==> src/rtl/gpio_edge_pkg.sv <==
package gpio_edge_pkg;
  localparam int NPINS    = 13;
  localparam int G0_PINS  = 7;
  localparam int G1_PINS  = NPINS - G0_PINS;
  localparam int AW       = 16;
  localparam int DW       = 8;
  localparam int SYNC_STG = 2;

  localparam logic [AW-1:0] OCTL_BASE = 16'h4E44;
  localparam logic [AW-1:0] ICTL_BASE = 16'h4E51;
  localparam logic [AW-1:0] STAT_BASE = 16'h4E0B;
  localparam logic [AW-1:0] MASK_BASE = 16'h4E19;

  // output-control byte fields
  localparam int OC_DIR = 5;
  localparam int OC_PP  = 4;
  localparam int OC_VAL = 0;
  localparam int OC_W   = 6;

  typedef enum logic [1:0] {
    EDGE_OFF  = 2'b00,
    EDGE_FALL = 2'b01,
    EDGE_RISE = 2'b10,
    EDGE_BOTH = 2'b11
  } edge_sel_e;
endpackage

==> src/rtl/gpio_pin_sense.sv <==
module gpio_pin_sense
  import gpio_edge_pkg::*;
#(
  parameter int STAGES = SYNC_STG
) (
  input  logic      clk,
  input  logic      rst_n,
  input  logic      pad_i,
  input  edge_sel_e sel,
  output logic      level,
  output logic      evt
);
  logic [STAGES-1:0] chain_q, chain_d;
  logic              prev_q;
  logic              rise, fall;

  always_comb begin
    chain_d = {chain_q[STAGES-2:0], pad_i};
  end

  always_ff @(posedge clk or negedge rst_n) begin
    if (!rst_n) begin
      chain_q <= '0;
      prev_q  <= 1'b0;
    end else begin
      chain_q <= chain_d;
      prev_q  <= chain_q[STAGES-1];
    end
  end

  assign level = chain_q[STAGES-1];
  assign rise  = level & ~prev_q;
  assign fall  = ~level & prev_q;

  always_comb begin
    unique case (sel)
      EDGE_FALL: evt = fall;
      EDGE_RISE: evt = rise;
      EDGE_BOTH: evt = rise | fall;
      default:   evt = 1'b0;
    endcase
  end

  // detection disabled never flags
  a_r6_off_silent: assert property (@(posedge clk) disable iff (!rst_n)
    (sel == EDGE_OFF) |-> !evt);
endmodule

==> src/rtl/gpio_irq_group.sv <==
module gpio_irq_group #(
  parameter int W = 7
) (
  input  logic         clk,
  input  logic         rst_n,
  input  logic [W-1:0] evt,
  input  logic         stat_we,
  input  logic         mask_we,
  input  logic [W-1:0] wdata,
  output logic [W-1:0] status,
  output logic [W-1:0] mask,
  output logic         irq
);
  logic [W-1:0] stat_d, mask_d, clr;

  always_comb begin
    clr    = stat_we ? wdata : '0;
    // a new edge wins over a clear in the same cycle
    stat_d = (status & ~clr) | evt;
    mask_d = mask_we ? wdata : mask;
  end

  always_ff @(posedge clk or negedge rst_n) begin
    if (!rst_n) begin
      status <= '0;
      mask   <= '1;
    end else begin
      status <= stat_d;
      if (mask_we) mask <= mask_d;
    end
  end

  assign irq = |(status & ~mask);

  // a status bit only falls through a clearing write
  a_r8_status_sticky: assert property (@(posedge clk) disable iff (!rst_n)
    !stat_we |=> (($past(status) & ~status) == '0));
  // an event sets status regardless of mask
  a_r9_evt_sets: assert property (@(posedge clk) disable iff (!rst_n)
    (|evt) |=> ((status & $past(evt)) == $past(evt)));
  // fully masked group stays quiet
  a_r10_full_mask_quiet: assert property (@(posedge clk) disable iff (!rst_n)
    (&mask) |-> !irq);
endmodule

==> src/rtl/gpio_edge_ctrl.sv <==
module gpio_edge_ctrl
  import gpio_edge_pkg::*;
(
  input  logic             clk,
  input  logic             rst_n,
  input  logic [AW-1:0]    bus_addr,
  input  logic [DW-1:0]    bus_wdata,
  input  logic             bus_we,
  input  logic             bus_re,
  output logic [DW-1:0]    bus_rdata,
  input  logic [NPINS-1:0] pad_in,
  output logic [NPINS-1:0] pad_out,
  output logic [NPINS-1:0] pad_oe,
  output logic             irq
);
  // reset: asynchronous assert, synchronous release
  logic [1:0] rs_q;
  logic       rst_sync_n;
  always_ff @(posedge clk or negedge rst_n) begin
    if (!rst_n) rs_q <= 2'b00;
    else        rs_q <= {rs_q[0], 1'b1};
  end
  assign rst_sync_n = rs_q[1];

  logic [NPINS-1:0][OC_W-1:0] octl_q, octl_d;
  edge_sel_e [NPINS-1:0]      esel_q, esel_d;
  logic [NPINS-1:0]           hit_o, hit_i, level, evt;
  logic [NPINS-1:0]           dir_v, pp_v, val_v;
  logic [DW-1:0]              rd_d, rdata_q;
  logic                       unused_wbit;

  assign unused_wbit = bus_wdata[7];

  for (genvar i = 0; i < NPINS; i++) begin : g_pin
    assign hit_o[i] = (bus_addr == OCTL_BASE + AW'(i));
    assign hit_i[i] = (bus_addr == ICTL_BASE + AW'(i));
    assign dir_v[i] = octl_q[i][OC_DIR];
    assign pp_v[i]  = octl_q[i][OC_PP];
    assign val_v[i] = octl_q[i][OC_VAL];
    assign pad_oe[i]  = dir_v[i] & (pp_v[i] | ~val_v[i]);
    assign pad_out[i] = val_v[i] & pp_v[i];

    gpio_pin_sense #(.STAGES(SYNC_STG)) u_sense (
      .clk   (clk),
      .rst_n (rst_sync_n),
      .pad_i (pad_in[i]),
      .sel   (esel_q[i]),
      .level (level[i]),
      .evt   (evt[i])
    );
  end

  always_comb begin
    octl_d = octl_q;
    esel_d = esel_q;
    for (int i = 0; i < NPINS; i++) begin
      if (bus_we && hit_o[i]) octl_d[i] = bus_wdata[OC_W-1:0];
      if (bus_we && hit_i[i]) esel_d[i] = edge_sel_e'(bus_wdata[2:1]);
    end
  end

  always_ff @(posedge clk or negedge rst_sync_n) begin
    if (!rst_sync_n) begin
      octl_q <= '0;
      esel_q <= {NPINS{EDGE_OFF}};
    end else begin
      octl_q <= octl_d;
      esel_q <= esel_d;
    end
  end

  // interrupt groups
  logic          st0_we, st1_we, mk0_we, mk1_we, irq0, irq1;
  logic [G0_PINS-1:0] stat0, mask0;
  logic [G1_PINS-1:0] stat1, mask1;

  assign st0_we = bus_we && (bus_addr == STAT_BASE);
  assign st1_we = bus_we && (bus_addr == STAT_BASE + AW'(1));
  assign mk0_we = bus_we && (bus_addr == MASK_BASE);
  assign mk1_we = bus_we && (bus_addr == MASK_BASE + AW'(1));

  gpio_irq_group #(.W(G0_PINS)) u_grp0 (
    .clk     (clk),
    .rst_n   (rst_sync_n),
    .evt     (evt[G0_PINS-1:0]),
    .stat_we (st0_we),
    .mask_we (mk0_we),
    .wdata   (bus_wdata[G0_PINS-1:0]),
    .status  (stat0),
    .mask    (mask0),
    .irq     (irq0)
  );

  gpio_irq_group #(.W(G1_PINS)) u_grp1 (
    .clk     (clk),
    .rst_n   (rst_sync_n),
    .evt     (evt[NPINS-1:G0_PINS]),
    .stat_we (st1_we),
    .mask_we (mk1_we),
    .wdata   (bus_wdata[G1_PINS-1:0]),
    .status  (stat1),
    .mask    (mask1),
    .irq     (irq1)
  );

  assign irq = irq0 | irq1;

  // read mux
  always_comb begin
    rd_d = '0;
    for (int i = 0; i < NPINS; i++) begin
      if (hit_o[i]) rd_d = DW'(octl_q[i]);
      if (hit_i[i]) rd_d = DW'({esel_q[i], level[i]});
    end
    if (bus_addr == STAT_BASE)          rd_d = DW'(stat0);
    if (bus_addr == STAT_BASE + AW'(1)) rd_d = DW'(stat1);
    if (bus_addr == MASK_BASE)          rd_d = DW'(mask0);
    if (bus_addr == MASK_BASE + AW'(1)) rd_d = DW'(mask1);
  end

  always_ff @(posedge clk or negedge rst_sync_n) begin
    if (!rst_sync_n)  rdata_q <= '0;
    else if (bus_re)  rdata_q <= rd_d;
  end
  assign bus_rdata = rdata_q;

  // an input pin is never driven
  a_r4_input_undriven: assert property (@(posedge clk) disable iff (!rst_sync_n)
    (pad_oe & ~dir_v) == '0);
  // open-drain never drives high
  a_r4_od_never_high: assert property (@(posedge clk) disable iff (!rst_sync_n)
    (pad_oe & pad_out & ~pp_v) == '0);
  // push-pull output always enabled
  a_r3_pp_enabled: assert property (@(posedge clk) disable iff (!rst_sync_n)
    ((dir_v & pp_v) & ~pad_oe) == '0);
endmodule

==> config.mk <==
export PLATFORM = sky130hd
export DESIGN_NAME = gpio_edge_ctrl
export DESIGN_NICKNAME = d
export VERILOG_FILES = /design/src/rtl/gpio_edge_pkg.sv /design/src/rtl/gpio_pin_sense.sv /design/src/rtl/gpio_irq_group.sv /design/src/rtl/gpio_edge_ctrl.sv
export SDC_FILE = /design/constraint.sdc
export NUM_CORES = 1
export LEC_CHECK = 0
export CAP_MARGIN = 20
export CORE_ASPECT_RATIO = 1.1
export CORE_MARGIN = 3
export CORE_UTILIZATION = 50
export CTS_BUF_LIST = sky130_fd_sc_hd__clkbuf_16
export CTS_CLUSTER_DIAMETER = 50
export DETAILED_ROUTE_END_ITERATION = 16
export DONT_BUFFER_PORTS = 1
export GPL_TIMING_DRIVEN = 0
export PLACE_DENSITY = 0.68
export SYNTH_ARGS = -nofsm -noshare
export SYNTH_HDL_FRONTEND = slang
export SYNTH_SLANG_ARGS = --single-unit
==> constraint.sdc <==
create_clock -name clk -period 5.65 [get_ports clk]
set_clock_uncertainty 0.1 [all_clocks]
set_input_delay 0 -clock clk [delete_from_list [all_inputs] [get_ports clk]]
set_output_delay 0 -clock clk [all_outputs]
set_load 0.01 [all_outputs]
## Word level (Yosys, flattened, before mapping)

Cells that the tools add are included.

- Memory bits (read-only): 0
- Logic and storage cells: 332
- RAM bits: 0
- Memories: 0
- Register bits after elaboration: 179
- Input port bits: 41
- Bits in latches: 0
- Output and inout bits: 35

- Bitwise operators: 128
- $add $sub $neg: 0
- Div/mod/pow operators: 0
- Multipliers: 0
- Equality and inequality tests: 69
- Shift-type cells: 0
- Mux-type cells: 45
- Reduce and logical (&&, ||, !) cells: 32
- Order comparisons: 0

Operators with widths:

| operator | number |
|---|---|
| equality test 16 x 15 -> 1 bit (second input constant) | 30 |
| 2-to-1 mux 8 bit | 26 |
| AND 1 bit | 52 |
| equality test 2 bit (second input constant) | 26 |
| inverter 1 bit | 39 |
| one-hot mux 1 bit (3 select lines) | 13 |
| logical AND 1 bit | 30 |
| 2-to-1 mux 6 bit | 5 |
| OR 1 bit | 27 |
| equality test 2 x 1 -> 1 bit (second input constant) | 13 |
| AND 7 bit | 2 |
| inverter 7 bit | 2 |
| AND 6 bit | 2 |
| inverter 6 bit | 2 |
| 2-to-1 mux 7 bit | 1 |
| OR 7 bit | 1 |
| OR reduction 7 bit | 1 |
| OR 6 bit | 1 |
| OR reduction 6 bit | 1 |

## Depth between registers and ports, before layout

Gate-level depths: netlist of the first run.

- Depth in word-level cells: 31
- Gate-level depth with buffers: 10
- Depth with buffers taken out: 7

## Hierarchy

A second synthesis of the first run with hierarchy kept.

- Cells, all modules: 851
- Area total of the unflattened synthesis: 9342.7 um2

Modules (own cells, without submodules):

| module | instances | sequential area each (um2) | area an instance (um2) | cells each |
|---|---|---|---|---|
| gpio_edge_ctrl | 1 | 2827.7 | 6528.8 | 608 |
| gpio_pin_sense | 13 | 75.1 | 133.9 | 12 |
| gpio_irq_group at u_grp0 | 1 | 359.1 | 576.8 | 46 |
| gpio_irq_group at u_grp1 | 1 | 307.8 | 496.7 | 41 |

## Least setup slack after synthesis of the first run

Ideal clock, no wire load.

- Kind: input-to-reg
- Start: in bus_addr[13]
- End: reg rdata_q[0] (netlist: bus_rdata[0])
- Stages: 9
- Data required time: 5.419 ns
- Setup slack: 3.455 ns
- Data arrival time: 1.964 ns
- Path buffers: 2
- Setup time: 0.131 ns
- Cells stage by stage: or4b_1 buf_2 buf_6 or4_4 o22ai_2 nor3_1 nand2_1 a31oi_1 or3_1

- Cells in the longest elaborated chain, start to end: 31
- Elaborated cells between the ends (all ways): 60
- Classes of those cells: 30 x eq/ne; 30 x mux

Ends and longest elaborated chain:

| item | line | RTL |
|---|---|---|
| start, declared | gpio_edge_ctrl.sv:6 | `input logic [AW-1:0] bus_addr,` |
| equality test 16 x 15 -> 1 bit | gpio_edge_ctrl.sv:35 | `assign hit_o[i] = (bus_addr == OCTL_BASE + AW'(i));` |
| 2-to-1 mux 6 bit | gpio_edge_ctrl.sv:112 | `if (hit_o[i]) rd_d = DW'(octl_q[i]);` |
| 2-to-1 mux 6 bit | gpio_edge_ctrl.sv:113 | `if (hit_i[i]) rd_d = DW'({esel_q[i], level[i]});` |
| 2-to-1 mux 6 bit | gpio_edge_ctrl.sv:112 |  |
| 2-to-1 mux 6 bit | gpio_edge_ctrl.sv:113 |  |
| 2-to-1 mux 8 bit | gpio_edge_ctrl.sv:112 |  |
| 2-to-1 mux 8 bit | gpio_edge_ctrl.sv:113 |  |
| 2-to-1 mux 8 bit | gpio_edge_ctrl.sv:112 |  |
| [... 15 more ...] | - |  |
| 2-to-1 mux 8 bit | gpio_edge_ctrl.sv:112 |  |
| 2-to-1 mux 8 bit | gpio_edge_ctrl.sv:113 |  |
| 2-to-1 mux 8 bit | gpio_edge_ctrl.sv:112 |  |
| 2-to-1 mux 8 bit | gpio_edge_ctrl.sv:113 |  |
| 2-to-1 mux 8 bit | gpio_edge_ctrl.sv:115 | `if (bus_addr == STAT_BASE) rd_d = DW'(stat0);` |
| 2-to-1 mux 8 bit | gpio_edge_ctrl.sv:116 | `if (bus_addr == STAT_BASE + AW'(1)) rd_d = DW'(stat1);` |
| 2-to-1 mux 8 bit | gpio_edge_ctrl.sv:117 | `if (bus_addr == MASK_BASE) rd_d = DW'(mask0);` |
| 2-to-1 mux 8 bit (*) | gpio_edge_ctrl.sv:118 | `if (bus_addr == MASK_BASE + AW'(1)) rd_d = DW'(mask1);` |
| end signal, assigned | gpio_edge_ctrl.sv:123 | `else if (bus_re) rdata_q <= rd_d;` |
| end, declared | gpio_edge_ctrl.sv:29 | `logic [DW-1:0] rd_d, rdata_q;` |

Every way passes the cells marked *; elsewhere a longest branch is shown, timed or not.
A chain may end at the register's enable or synchronous reset.

## Worst setup path in the final report of the first run

- Start: in bus_addr[0]
- End: reg rdata_q[1] (netlist: bus_rdata[1])

The elaborated chain is that of the path after synthesis.

==> impl_table.tex, run 1 <==
\begin{tabular}{lr}
\hline
Metric & Value \\
\hline
\multicolumn{2}{l}{\textbf{Run status}} \\
Result of the run & complete, no violations \\
\multicolumn{2}{l}{\textbf{Synth}} \\
Number of synthesis warnings & 0 \\
Predominant post-synthesis flop cell & dfrtp\_1 \\
Register area share after synthesis & 48.4\% \\
Synthesis-stage register bit count & 178 \\
FFs w/ async S/R, synth & 100\% \\
Number of enable flip-flop cells after synthesis & 0 \\
Distinct cell type count after synthesis & 66 \\
Area of the mapped netlist & 9230 µm² \\
Synthesized net count & 918 \\
Gate Count Post-Synth & around 850 \\
Syn avg cell area & 10.8 µm² \\
\multicolumn{2}{l}{\textbf{Worst hold path}} \\
Type of the worst min-delay path & in2reg \\
Worst Hold End & g\_pin[8].u\_sense.chain\_q[0]\$\_DFF\_PN0\_ \\
Beginning of the worst hold path & pad\_in[8] \\
Worst hold path cell count & 1 \\
\multicolumn{2}{l}{\textbf{Placement}} \\
Pre-CTS setup slack & 2.65 ns \\
Placer congestion estimate & 1.02 \\
Total half-perimeter wirelength after legalization and detailed placement & 22000 µm \\
Port bufs & 0 \\
Area after detailed placement & approximately 9600 µm² \\
\multicolumn{2}{l}{\textbf{Drt}} \\
Initial drt markers & 672 \\
Detailed-route wire length per cell & 26.0 µm \\
Wire length reported by the detailed router & 29900 µm \\
Drt first pass iters & 5 \\
Via density & 6.33 \\
Total via count after detailed routing & 7297 \\
Post-DRT Antenna Nets & 0 \\
DRC viols & 0 \\
\multicolumn{2}{l}{\textbf{Power and ir drop}} \\
Net switching power & 0.711 mW \\
Ratio of total power to cell area & between 200 and 300 nW/µm² \\
Leakage power figure & 4.71 nW \\
Power share of the sequential group & 49.5\% \\
Power Total & 2.64 mW \\
Logic gate share of total power & 5.6\% \\
Cell Int Power & between 1.5 and 2 mW \\
Worst vdd ir & 209 µV \\
Clock network fraction of total power & 44.9\% \\
Switching part of the total power & roughly 27\% \\
\multicolumn{2}{l}{\textbf{Layout}} \\
Storage element area & $\sim$4500 µm² \\
FILL cells & 1540 \\
Count of nets after finishing & 966 \\
Most common cell after layout, fill and taps aside & dfrtp\_1 \\
Final Instance Area & 10400 µm² \\
Top library cells by usage in the layout, fill and taps aside & dfrtp\_1 (164), mux2\_2 (115), nand2\_1 (76), inv\_1 (70), nor2\_1 (39) \\
Fraction of layout cells with a size suffix above 1 & between 20\% and 30\% \\
Relative area change from synthesis to final layout & 13.2\% \\
Total area of multi-input combinational cells & 4320 µm² \\
Final cell utilization of the core & slightly below 60\% \\
\multicolumn{2}{l}{\textbf{Critical path}} \\
Type of element launching the critical path & input port \\
Startpoint-to-endpoint class of the critical path & in2reg \\
Endpoint required time on the critical path & 5.88 ns \\
Crit path capture type & register \\
R2r worst-path depth & 4 \\
Worst reg2reg startpoint & octl\_q[27]\$\_DFFE\_PN0P\_ \\
Data arrival time of the critical path & 2.93 ns \\
Worst r2r dst & bus\_rdata[3]\$\_DFFE\_PN0P\_ \\
Flop-to-flop setup slack & 3.38 ns \\
Largest fanout on the critical path & 10 \\
\multicolumn{2}{l}{\textbf{CTS}} \\
Buffer count from post-CTS setup fixing & 0 \\
Number of clock buffers inserted by TritonCTS & 17 \\
Cells resized by post-CTS repair & 0 \\
CTS tree & yes \\
Post-cts hold buffer count & 26 \\
Clk Latency, worst-skew pair & 0.44 ns \\
Clock-pin transition on the worst setup and hold timing paths & 0.08 ns \\
Root buffer selected by CTS & clkbuf\_16 \\
H-tree levels & 4 \\
Clk buf depth & 2 \\
Clock sink count & 178 \\
\multicolumn{2}{l}{\textbf{Timing}} \\
Shortest period the worst path allows & approximately 2.7 ns \\
Final Cycle Share & 47.7\% \\
Slew headroom & 20.2\% \\
Worst hold margin & approximately 0.013 ns \\
Count of final max-slew check failures & 0 \\
Max Fclk & 371 MHz \\
Final hold violation count & 0 \\
Final worst setup slack & roughly 3.0 ns \\
RSZ-0062 raised after global routing & false \\
Tightest Pin Transition & 1.17 ns \\
Final setup violation count & 0 \\
\multicolumn{2}{l}{\textbf{Floorplanning}} \\
Area enclosed by the die boundary & 20100 µm² \\
Number of top-level pins & 76 \\
Starting density of the core & 51.5\% \\
Row count & 51 \\
Width of the die & 136 µm \\
Placeable core area & 17900 µm² \\
Chip height & about 150 µm \\
\multicolumn{2}{l}{\textbf{Run}} \\
Number of maximum-capacitance violations & 0 \\
\multicolumn{2}{l}{\textbf{Global routing}} \\
Antenna violations before repair & 1 \\
Global-route wire length before repair & roughly 45000 µm \\
Total global routing overflow & 0 \\
Maximum number of pins on one net before global-route repair & 70 \\
Tot GR Track Use & roughly 30\% \\
Via count of the first global-routing pass & $\sim$7300 \\
\hline
\end{tabular}
## metal layers
metal  share of wire, %  GRT usage (%)  up-vias
met5                  0              0        -
met4                4.7           15.8        0
met3                6.3           5.24       79
met2                 47           47.5      301
met1                 42           40.9     3718
li1                   -              -     3199
## cells in the mapped netlist (all sizes together) (13+ instances only)
cell type | count | area [µm²]
dfrtp | 165 | 4130
mux2 | 115 | 1290
nand2 | 76 | 285
inv | 69 | 259
nor2 | 39 | 146
clkbuf | 31 | 116
ha | 26 | 325
a21oi | 22 | 110
nor4 | 20 | 199
o21ai | 17 | 85.1
nor3 | 15 | 95.1
nand3 | 14 | 70.1
and2 | 13 | 81.3
dfstp | 13 | 342
## cell type report
type / count / share of cell area (%)
Inverter: 69 / 2.48
Multi-Input combinational cell: 561 / 41.4
Tap cell: 238 / 2.85
Sequential cell: 178 / 42.8
Buffer: 43 / 1.77
Clock inverter: 15 / 1.50
Timing Repair Buffer: 29 / 3.07
Clock buffer: 17 / 4.07
Antenna cell: 2 / 0.0479
## critical path: stages
cell       delay (ns)
clkbuf_1         0.31
clkbuf_1         0.43
clkbuf_1         0.45
nand3_1          0.18
nor3_1           0.77
a2bb2oi_1        0.17
nand4_1          0.16
o21ai_0          0.21
a21o_1           0.25
## worst max path at each step
stage                      startpoint                           endpoint  slack, ns  depth (start not counted)
floorplan           rs_q[1]$_DFF_PN0_           bus_rdata[0]$_DFFE_PN0P_       0.25                          0
global placement    rs_q[1]$_DFF_PN0_  g_pin[9].u_sense.prev_q$_DFF_PN0_      -1.73                          0
detailed placement       bus_addr[11]           bus_rdata[3]$_DFFE_PN0P_       2.65                          9
CTS                      bus_addr[11]           bus_rdata[3]$_DFFE_PN0P_       3.09                          9
global route              bus_addr[2]           bus_rdata[3]$_DFFE_PN0P_       2.86                          9
finish                    bus_addr[0]           bus_rdata[1]$_DFFE_PN0P_       2.95                          9
## power by group through the flow
stage,logic [mW],clock network [mW],registers [mW]
floorplan,0.0684,0,1.34
global placement,0.101,0,1.35
detailed placement,0.126,0,1.33
CTS,0.146,1.20,1.31
global route,0.163,1.25,1.31
finish,0.148,1.19,1.31
## state kept, by name, indices dropped and copies added, names as in the netlist
register	count
g_pin.u_sense.chain_q	26
u_grp1.status	6
rs_q	2
u_grp1.mask	6
octl_q	65
dir_v	13
esel_q	26
u_grp0.status	7
g_pin.u_sense.prev_q	13
bus_rdata	7
u_grp0.mask	7
## stage by stage
stage / std cells / TNS (ns)
detailed placement: 1092 / 0
finish: 1152 / 0
CTS: 1150 / 0
global route: 1152 / 0
floorplan: 851 / 0
global placement: 1089 / -279.18
## kinds of logic after synthesis
kind of cell    synth area share, %
buf+inv                        4.81
compound gates                 12.7
mux                            15.3
other cells                  0.0814
fa+ha+maj                      3.52
flops                          48.4
simple gates                   15.1
No activity file was read; power rests on OpenSTA's default activity.
==> run 2: changes to the inputs <==
==> constraint.sdc (replaced) <==
create_clock -name clk -period 2.44 [get_ports clk]
set_clock_uncertainty 0.1 [all_clocks]
set_input_delay 0 -clock clk [delete_from_list [all_inputs] [get_ports clk]]
set_output_delay 0 -clock clk [all_outputs]
set_load 0.01 [all_outputs]
==> impl_table.tex, run 2 (same netlist as run 1, synthesis figures left out) <==
\begin{tabular}{lr}
\hline
Metric & Value \\
\hline
\multicolumn{2}{l}{\textbf{Critical path}} \\
Worst setup path startpoint & bus\_addr[2] \\
Flop-to-flop setup slack & 0.26 ns (-3.12 ns) \\
Worst r2r dst & bus\_rdata[0]\$\_DFFE\_PN0P\_ \\
Data arrival time of the critical path & 2.69 ns (-0.24 ns) \\
R2r worst-path depth & 7 (+3) \\
Type of element launching the critical path & input port \\
Worst reg2reg startpoint & octl\_q[0]\$\_DFFE\_PN0P\_ \\
Endpoint of the most critical setup path & bus\_rdata[2]\$\_DFFE\_PN0P\_ \\
Largest fanout on the critical path & 10 (unchanged) \\
Startpoint-to-endpoint class of the critical path & in2reg \\
Endpoint required time on the critical path & 2.69 ns (-3.19 ns) \\
Crit path capture type & register \\
\multicolumn{2}{l}{\textbf{Timing}} \\
Final worst setup slack & 0.00574 ns (-2.95 ns) \\
Count of final max-slew check failures & 0 (unchanged) \\
Final Cycle Share & 99.8\% \\
Final hold violation count & 0 (unchanged) \\
Shortest period the worst path allows & about 2.4 ns \\
Max Fclk & between 400 and 500 MHz \\
Worst hold margin & 0.0194 ns (+0.00659 ns) \\
RSZ-0062 raised after global routing & true \\
Tightest Pin Transition & 1.02 ns (-0.148 ns) \\
Slew headroom & 31.0\% (+11 points) \\
Final setup violation count & 0 (unchanged) \\
\multicolumn{2}{l}{\textbf{Floorplanning}} \\
Number of top-level pins & 76 (unchanged) \\
Row count & 51 (unchanged) \\
Placeable core area & 17900 µm² (unchanged) \\
Chip height & 149 µm (unchanged) \\
Starting density of the core & 51.5\% (unchanged) \\
Width of the die & 136 µm (unchanged) \\
Area enclosed by the die boundary & 20100 µm² (unchanged) \\
\multicolumn{2}{l}{\textbf{Power and ir drop}} \\
Worst vdd ir & 478 µV (+130\%) \\
Leakage power figure & 4.74 nW (+0.82\%) \\
Ratio of total power to cell area & 579 nW/µm² (+130\%) \\
Power Total & 6.09 mW (+130\%) \\
\multicolumn{2}{l}{\textbf{Layout}} \\
Final cell utilization of the core & 58.7\% (+0.40 points) \\
Most common cell after layout, fill and taps aside & dfrtp\_1 \\
Total inserted antenna cells & 0 (-2) \\
Top library cells by usage in the layout, fill and taps aside & dfrtp\_1 (164), mux2\_2 (115), nand2\_1 (76), inv\_1 (69), nor2\_1 (38) \\
Fraction of layout cells with a size suffix above 1 & 22.3\% (+1.0 points) \\
Relative area change from synthesis to final layout & 13.9\% \\
Largest Register & octl\_q \\
Top flop regs & octl\_q (65), esel\_q (26), g\_pin.u\_sense.chain\_q (26) \\
Flip-flop count of the largest register, all copies and words added & 65 (unchanged) \\
Non-filler instance count after layout & 1152 (unchanged) \\
Count of nets after finishing & 968 (+0.21\%) \\
\multicolumn{2}{l}{\textbf{CTS}} \\
H-tree levels & 4 (unchanged) \\
Clk Latency, worst-skew pair & 0.44 ns (about the same) \\
Root buffer selected by CTS & clkbuf\_16 \\
Clock sink count & 178 (unchanged) \\
Number of clock buffers inserted by TritonCTS & 17 (unchanged) \\
Clock-pin transition on the worst setup and hold timing paths & 0.08 ns (about the same) \\
CTS tree & yes \\
Clk buf depth & 2 (unchanged) \\
\multicolumn{2}{l}{\textbf{Global routing}} \\
Antenna violations before repair & 1 (unchanged) \\
Tot GR Track Use & 30.5\% (about the same) \\
GR met3 Demand/Resource & 7.04\% (+1.8 points) \\
Via count of the first global-routing pass & 7450 (+2.2\%) \\
Total global routing overflow & 0 (unchanged) \\
Met2 Use GR & 49.1\% (+1.6 points) \\
Global-route wire length before repair & 45600 µm (+0.90\%) \\
Maximum number of pins on one net before global-route repair & 69 (-1.4\%) \\
GRT Max-Usage Layer & met2 \\
GRT met1 Usage & 39.5\% (-1.3 points) \\
\multicolumn{2}{l}{\textbf{Drt}} \\
Drt first pass iters & 5 (unchanged) \\
Wire length reported by the detailed router & 30000 µm (+0.19\%) \\
DRC viols & 0 (unchanged) \\
Post-DRT Antenna Nets & 0 (unchanged) \\
Via density & 6.39 (+0.89\%) \\
Total via count after detailed routing & 7362 (+0.89\%) \\
Initial drt markers & 783 (+17\%) \\
Detailed-route wire length per cell & 26.0 µm (+0.19\%) \\
\multicolumn{2}{l}{\textbf{Placement}} \\
Placed Cells incl. Taps & 1091 (-0.092\%) \\
Port bufs & 0 (unchanged) \\
Placer congestion estimate & 0.988 (-3.4\%) \\
Total half-perimeter wirelength after legalization and detailed placement & 22100 µm (+0.59\%) \\
Pre-CTS setup slack & -0.535 ns (-3.18 ns) \\
\multicolumn{2}{l}{\textbf{Run}} \\
Number of maximum-capacitance violations & 0 (unchanged) \\
\multicolumn{2}{l}{\textbf{Worst hold path}} \\
Type of the worst min-delay path & in2reg \\
\multicolumn{2}{l}{\textbf{Run status}} \\
Result of the run & complete, no violations \\
\hline
\end{tabular}
## run 2: critical path, stage by stage
cell       delay, ns
clkbuf_1        0.17
or4b_1          0.50
clkbuf_1        0.24
nor4_1          0.72
a21oi_1         0.09
and3_1          0.24
o2111ai_1       0.42
a211oi_1        0.14
nor2_1          0.18
## run 2: per-layer routing
metal | up-vias | routed length, µm
met4 | 2 | 1280
met5 | - | 12
met3 | 102 | 2100
met1 | 3693 | 12300
li1 | 3211 | -
met2 | 354 | 14300
## run 2: worst min path at each step
| stage | to | cells after the start | start |
|---|---|---|---|
| floorplan | rs_q[0]$_DFF_PN0_ | 0 | rst_n |
| global placement | rs_q[0]$_DFF_PN0_ | 0 | rst_n |
| detailed placement | rs_q[0]$_DFF_PN0_ | 0 | rst_n |
| CTS | g_pin[2].u_sense.chain_q[0]$_DFF_PN0_ | 1 | pad_in[2] |
| global route | g_pin[9].u_sense.chain_q[0]$_DFF_PN0_ | 1 | pad_in[9] |
| finish | g_pin[2].u_sense.chain_q[0]$_DFF_PN0_ | 1 | pad_in[2] |
## run 2: timing repair
| action | in CTS | in global routing |
|---|---|---|
| buffers inserted | 1 | 0 |
| gates resized for setup | 3 | 11 |
| endpoints found under the hold margin | 55 | 0 |
| setup endpoints to repair | 4 | 5 |
| hold buffers | 28 | 0 |
## run 2: report_power, final
group	internal, mW	switching [mW]	total [mW]
Clock	1.37	1.34	2.71
Combinational	0.110	0.233	0.344
Sequential	2.99	0.0479	3.04
Total	4.47	1.62	6.09
## run 2: through the flow
step                      area (µm²)  TNS [ns]
after floorplan                 9240         0
after global placement          9530    -52.46
after detailed placement        9600    -12.58
after CTS                      10500         0
after global routing           10500   -0.0526
final                          10500         0
## run 2: area by class of cell
type,instances,area (µm²)
clock inverter,15,160
timing repair buffer,31,343
buffer,43,189
inverter,69,259
sequential,178,4470
multi-input combinational,561,4370
fill,1552,7410
clock buffer,17,425
tap,238,298
